### src/rtl/dma_seq_pkg.sv
package dma_seq_pkg;

    typedef enum logic [1:0] {
        RQ_AUTO   = 2'd0,
        RQ_EDGE   = 2'd1,
        RQ_LEVEL  = 2'd2,
        RQ_MODULE = 2'd3
    } rq_mode_e;

    typedef enum logic {
        SQ_IDLE = 1'b0,
        SQ_XFER = 1'b1
    } sq_state_e;

    // Burst continuation is only signalled for request sources that give
    // whole-unit service.
    function automatic logic hint_allowed(rq_mode_e m);
        return (m == RQ_AUTO) || (m == RQ_EDGE);
    endfunction

endpackage

### src/rtl/dma_req_front.sv
module dma_req_front
    import dma_seq_pkg::*;
(
    input  logic     clk,
    input  logic     rst_n,
    input  rq_mode_e mode,
    input  logic     ext_req,
    input  logic     mod_req,
    input  logic     blocked,
    input  logic     take,
    output logic     pend
);

    typedef struct packed {
        logic prev;
        logic latched;
    } front_t;

    front_t front_d, front_q;

    always_comb begin
        front_d.prev    = ext_req;
        front_d.latched = front_q.latched & ~take;
        if (mode == RQ_EDGE && ext_req && !front_q.prev && !blocked)
            front_d.latched = 1'b1;
    end

    always_ff @(posedge clk or negedge rst_n) begin
        if (!rst_n) front_q <= '0;
        else        front_q <= front_d;
    end

    always_comb begin
        case (mode)
            RQ_AUTO:  pend = 1'b1;
            RQ_EDGE:  pend = front_q.latched;
            RQ_LEVEL: pend = ext_req;
            default:  pend = mod_req;
        endcase
    end

endmodule

### src/rtl/dma_hint_gate.sv
module dma_hint_gate
    import dma_seq_pkg::*;
(
    input  logic     active,
    input  logic     mode16,
    input  logic     memdram,
    input  rq_mode_e mode,
    input  logic     last_beat,
    output logic     hint
);

    assign hint = active && mode16 && !memdram && hint_allowed(mode) && !last_beat;

endmodule

### src/rtl/dma_burst_seq.sv
module dma_burst_seq
    import dma_seq_pkg::*;
#(
    parameter int NCH   = 2,
    parameter int AW    = 32,
    parameter int CW    = 16,
    parameter int BEATS = 4,
    parameter int BYTES = 4
) (
    input  logic               clk,
    input  logic               rst_n,
    input  logic               cfg_enable,
    input  logic [NCH-1:0]     cfg_chan_en,
    input  logic [NCH-1:0]     cfg_mode16,
    input  logic [NCH-1:0]     cfg_memdram,
    input  logic [2*NCH-1:0]   cfg_reqmode,
    input  logic               ld_valid,
    input  logic [$clog2(NCH)-1:0] ld_chan,
    input  logic [AW-1:0]      ld_addr,
    input  logic [CW-1:0]      ld_count,
    input  logic [NCH-1:0]     te_clear,
    input  logic [NCH-1:0]     ext_req,
    input  logic [NCH-1:0]     mod_req,
    output logic               bus_req,
    output logic [AW-1:0]      bus_addr,
    output logic               bus_burst,
    output logic               bus_hint,
    input  logic               bus_done,
    output logic [NCH-1:0]     te_flag
);

    localparam int CHW = $clog2(NCH);
    localparam int LSB = $clog2(BYTES);
    localparam int BB  = $clog2(BEATS);
    localparam logic [AW-1:0] STEP     = AW'(BYTES);
    localparam logic [AW-1:0] LOW_MASK = AW'(BYTES - 1);
    localparam logic [BB-1:0] LAST_IDX = BB'(BEATS - 1);

    typedef struct packed {
        sq_state_e                st;
        logic [CHW-1:0]           ch;
        logic [NCH-1:0][AW-1:0]   addr;
        logic [NCH-1:0][CW-1:0]   cnt;
        logic [NCH-1:0]           te;
    } seq_t;

    seq_t state_d, state_q;

    logic [NCH-1:0] pend, elig, take, te_set;
    logic [CHW-1:0] pick;
    logic [AW-1:0]  cur_addr;
    logic           beat_last, unit_last;
    logic [CHW-1:0] act_ch;

    // Request front end, one per channel
    for (genvar i = 0; i < NCH; i++) begin : g_front
        dma_req_front u_front (
            .clk     (clk),
            .rst_n   (rst_n),
            .mode    (rq_mode_e'(cfg_reqmode[2*i +: 2])),
            .ext_req (ext_req[i]),
            .mod_req (mod_req[i]),
            .blocked (state_q.te[i]),
            .take    (take[i]),
            .pend    (pend[i])
        );
        assign elig[i] = cfg_chan_en[i] && pend[i] && !state_q.te[i]
                         && (state_q.cnt[i] != '0);
    end

    // Fixed priority: the lowest channel index wins
    always_comb begin
        pick = '0;
        for (int i = NCH - 1; i >= 0; i--)
            if (elig[i]) pick = CHW'(i);
    end

    assign act_ch    = state_q.ch;
    assign cur_addr  = state_q.addr[state_q.ch];
    assign beat_last = (cur_addr[LSB +: BB] == LAST_IDX);
    assign unit_last = !cfg_mode16[state_q.ch] || beat_last;

    always_comb begin
        state_d = state_q;
        take    = '0;
        te_set  = '0;
        case (state_q.st)
            SQ_IDLE: begin
                if (cfg_enable && (|elig)) begin
                    state_d.st = SQ_XFER;
                    state_d.ch = pick;
                    take[pick] = 1'b1;
                end
            end
            SQ_XFER: begin
                if (bus_done) begin
                    state_d.addr[state_q.ch] = cur_addr + STEP;
                    if (unit_last) begin
                        state_d.cnt[state_q.ch] = state_q.cnt[state_q.ch] - CW'(1);
                        if (state_q.cnt[state_q.ch] == CW'(1))
                            te_set[state_q.ch] = 1'b1;
                        state_d.st = SQ_IDLE;
                    end else if (!cfg_enable) begin
                        state_d.st = SQ_IDLE;
                    end
                end
            end
            default: state_d.st = SQ_IDLE;
        endcase
        state_d.te = (state_q.te & ~te_clear) | te_set;
        if (ld_valid && !(state_q.st == SQ_XFER && state_q.ch == ld_chan)) begin
            state_d.addr[ld_chan] = ld_addr & ~LOW_MASK;
            state_d.cnt[ld_chan]  = ld_count;
        end
    end

    always_ff @(posedge clk or negedge rst_n) begin
        if (!rst_n) state_q <= '0;
        else        state_q <= state_d;
    end

    dma_hint_gate u_hint (
        .active    (state_q.st == SQ_XFER),
        .mode16    (cfg_mode16[state_q.ch]),
        .memdram   (cfg_memdram[state_q.ch]),
        .mode      (rq_mode_e'(cfg_reqmode[2*state_q.ch +: 2])),
        .last_beat (beat_last),
        .hint      (bus_hint)
    );

    assign bus_req   = (state_q.st == SQ_XFER);
    assign bus_addr  = cur_addr;
    assign bus_burst = bus_req && cfg_mode16[state_q.ch];
    assign te_flag   = state_q.te;

endmodule


### config.mk
export PLATFORM = sky130hd
export DESIGN_NAME = dma_burst_seq
export DESIGN_NICKNAME = d
export VERILOG_FILES = /design/src/rtl/dma_seq_pkg.sv /design/src/rtl/dma_req_front.sv /design/src/rtl/dma_hint_gate.sv /design/src/rtl/dma_burst_seq.sv
export SDC_FILE = /design/constraint.sdc
export NUM_CORES = 1
export LEC_CHECK = 0
export BUFFER_PORTS_ARGS = -buffer_cell sky130_fd_sc_hd__buf_2
export CAP_MARGIN = 20
export CORE_MARGIN = 2
export CORE_UTILIZATION = 50
export DETAILED_ROUTE_END_ITERATION = 12
export HOLD_SLACK_MARGIN = 0.05
export PLACE_DENSITY = 0.76
export SLEW_MARGIN = 0
export SYNTH_ARGS = -nofsm -noshare
export SYNTH_HDL_FRONTEND = slang
export SYNTH_SLANG_ARGS = --single-unit
### constraint.sdc
create_clock -name clk -period 9.6 [get_ports clk]
set_clock_uncertainty 0.1 [all_clocks]
set_input_delay 0.96 -clock clk [delete_from_list [all_inputs] [get_ports clk]]
set_output_delay 0.96 -clock clk [all_outputs]
set_load 0.005 [all_outputs]
==> metrics <==
outcome complete, no violations; share of the synthesized area in the top cell type 39.33%; RSZ-0062 raised after global routing false; IO buf count 104; via count 6,164; Die X-Extent 119.0 um; cells after synthesis 747; Seq/Total Area, Yosys 39.33%; Overflow after GRT 0; max cap viols 0; CTS root buffer clkbuf_16; Initial Utilization 50.57%; CTS max path bufs 2; Tmin final 3.893 ns; Avg Cell Area, Syn 8.859 um^2; met1 usage 37.99%; layout cells sized above 1 20.48%; max-slew violations 0; Post-Route WL 18,230 um; GR Util met3 4.598%; DP HPWL 12,270 um; final core occ 57.53%; first-pass GRT wire length 29,460 um; Placeable Area 13,090 um^2; crit path from act_ch; Via density 6.158; number of global-route vias before repair 5,723; Synth Cell Area 6618 um^2; CTS tree yes; final instance area 7528 um^2; setup TNS 0 ns; fillcell total 1,217; Leak Pwr 0.003129 uW; Post-CTS Hold Fix Bufs 0; DRT Pass-1 Iters 6; die height 119.0 um; Post-CTS Setup Inserts 0; fmax 256.9 MHz; Worst-path clk slew 0.07 ns; FF+latch count, synth 104; ANT cells 0; per-cell routed wire length 18.22 um; VDD IR-drop max 0.0001208 V; Crit Path Class register to register; largest net degree at the start of global routing 78; main area contributors after synthesis dfrtp_1 39%, mux2_2 4.9%, nand2_1 4.6%, o21ai_0 4.5%, mux2i_1 4.1%; element type at the critical path start register; Area Growth Syn to Fin 13.76%; Worst Tran Pin Value 1.031 ns; Rows 42; GR peak layer met2; final net count 893; # DRC 0; Synth cell types 63; initial antenna violation count 0; r2r startpoint act_ch; I/O pin total 107; H-tree levels 3; CTS Buf Count 9; Global Route Usage Sum 26.25%; worst path required time 9.76 ns; Yosys Warn Count 0; clock sink count 104; Rel. slew slack 31.25%; gpl congestion 0.9148; # setup viols final 0; number of synthesized flops with an enable pin 0; Crit. End Element register; PwrDens 293.0 nW/um^2; top cells by count, synth 104 x dfrtp_1, 81 x nand2_1, 60 x o21ai_0; Post-DP Area 7209 um^2; prevailing post-synth register cell dfrtp_1; hold_sp g_front[1].u_front.front_q[1]; DRT antenna net count 0; signal arrival time at the worst endpoint 4.05 ns; initial DRC count 486; Hold Fails Final Rpt 0; post-synth top area cell dfrtp_1; final worst-path cycle share 40.55%; global routing met2 resource utilization 39.37%; Worst Path Max Fanout 53; Worst-Skew Late Latency 0.36 ns; Async S/R FF share, synth 100.0%; top-count cell post-synth dfrtp_1; post-CTS resize count 0; Die ar. 14,170 um^2; min-delay worst type register to register; Syn Nets 820
==> where the power goes <==
group	total (uW)	leakage, uW	switching (uW)	internal [uW]
clock network	393	0.000159	162	231
logic	977	0.00173	540	437
registers	836	0.00124	226	610
total	2210	0.00313	929	1280
==> metal layers <==
layer | up-vias | part of all wire [%] | routed length, um
li1 | 2917 | - | -
met1 | 2991 | 48 | 8678
met2 | 232 | 44 | 8006
met3 | 24 | 6.7 | 1220
met4 | 0 | 1.8 | 328
met5 | - | 0 | 0
==> cell usage in the layout, fill, tap and decap left out, drive strengths merged, types with 11 or more instances in the layout <==
cell / Yosys / layout
o211ai: 13 / 13
and3: 12 / 12
nand4: 24 / 24
mux2i: 27 / 27
mux2: 29 / 29
inv: 18 / 18
xor2: 22 / 22
a21oi: 29 / 29
or4: 16 / 16
or3: 15 / 15
nand3: 27 / 27
clkbuf: 30 / 14
nor3: 17 / 17
buf: 17 / 109
xnor2: 16 / 16
nor2: 49 / 49
nand2: 81 / 81
o21ai: 61 / 61
dfrtp: 104 / 104
o31ai: 11 / 11
a31oi: 26 / 26
==> metrics by stage <==
step                      total power, uW  hold WS (ns)  setup slack, ns  std cells
after floorplan                      1488        0.3052            5.929        747
after global placement               1770        0.3123            5.884        985
after detailed placement             1793        0.3147            5.820        985
after CTS                            2194        0.3239            5.801       1001
after global routing                 2362        0.3442            5.450       1001
final                                2206        0.3182            5.707       1001
==> state kept, by name (all words and copies together) (netlist names) <==
signal	flops
g_front.u_front.front_q	4
te_flag	2
state_q	96
act_ch	1
bus_req	1
==> cell families after synthesis <==
kind of cell	after synthesis	share of synthesized area (%)
buffers and inverters	65	4.160
flip-flops	104	39.33
multiplexers	56	9.019
AND/OR/NAND/NOR	297	24.35
adder cells (fa/ha/maj)	3	0.5673
AO/OA/AOI/OAI	184	17.55
XOR/XNOR	38	5.029
==> final timing paths <==
check | endpoint | slack [ns] | cells past startpoint
setup / recovery | state_q[97] | 5.71 | 6
max in group asynchronous | act_ch | 7.56 | 2
min in group asynchronous | state_q[2] | 0.41 | 1
setup reg to reg | state_q[97] | 5.71 | 6
hold reg to reg | g_front[1].u_front.front_q[0] | 0.32 | 1
hold / removal | g_front[1].u_front.front_q[0] | 0.32 | 1
==> critical path, stage by stage (launching register included) <==
cell	delay, ns
dfrtp_4	0.82
buf_4	0.62
nand3_1	0.23
a22oi_2	0.73
nand3_1	0.49
or4_1	0.61
a31oi_1	0.18
==> final cells by class <==
class | instances | area (um^2) | share of cell area, %
sequential | 104 | 2606 | 34.62
inverter | 18 | 67.56 | 0.8975
clock inverter | 2 | 35.03 | 0.4653
clock buffer | 14 | 284.0 | 3.773
multi-input combinational | 578 | 3755 | 49.88
tap | 176 | 220.2 | 2.925
timing repair buffer | 109 | 560.5 | 7.446
Power figures use the tool's default switching activity.
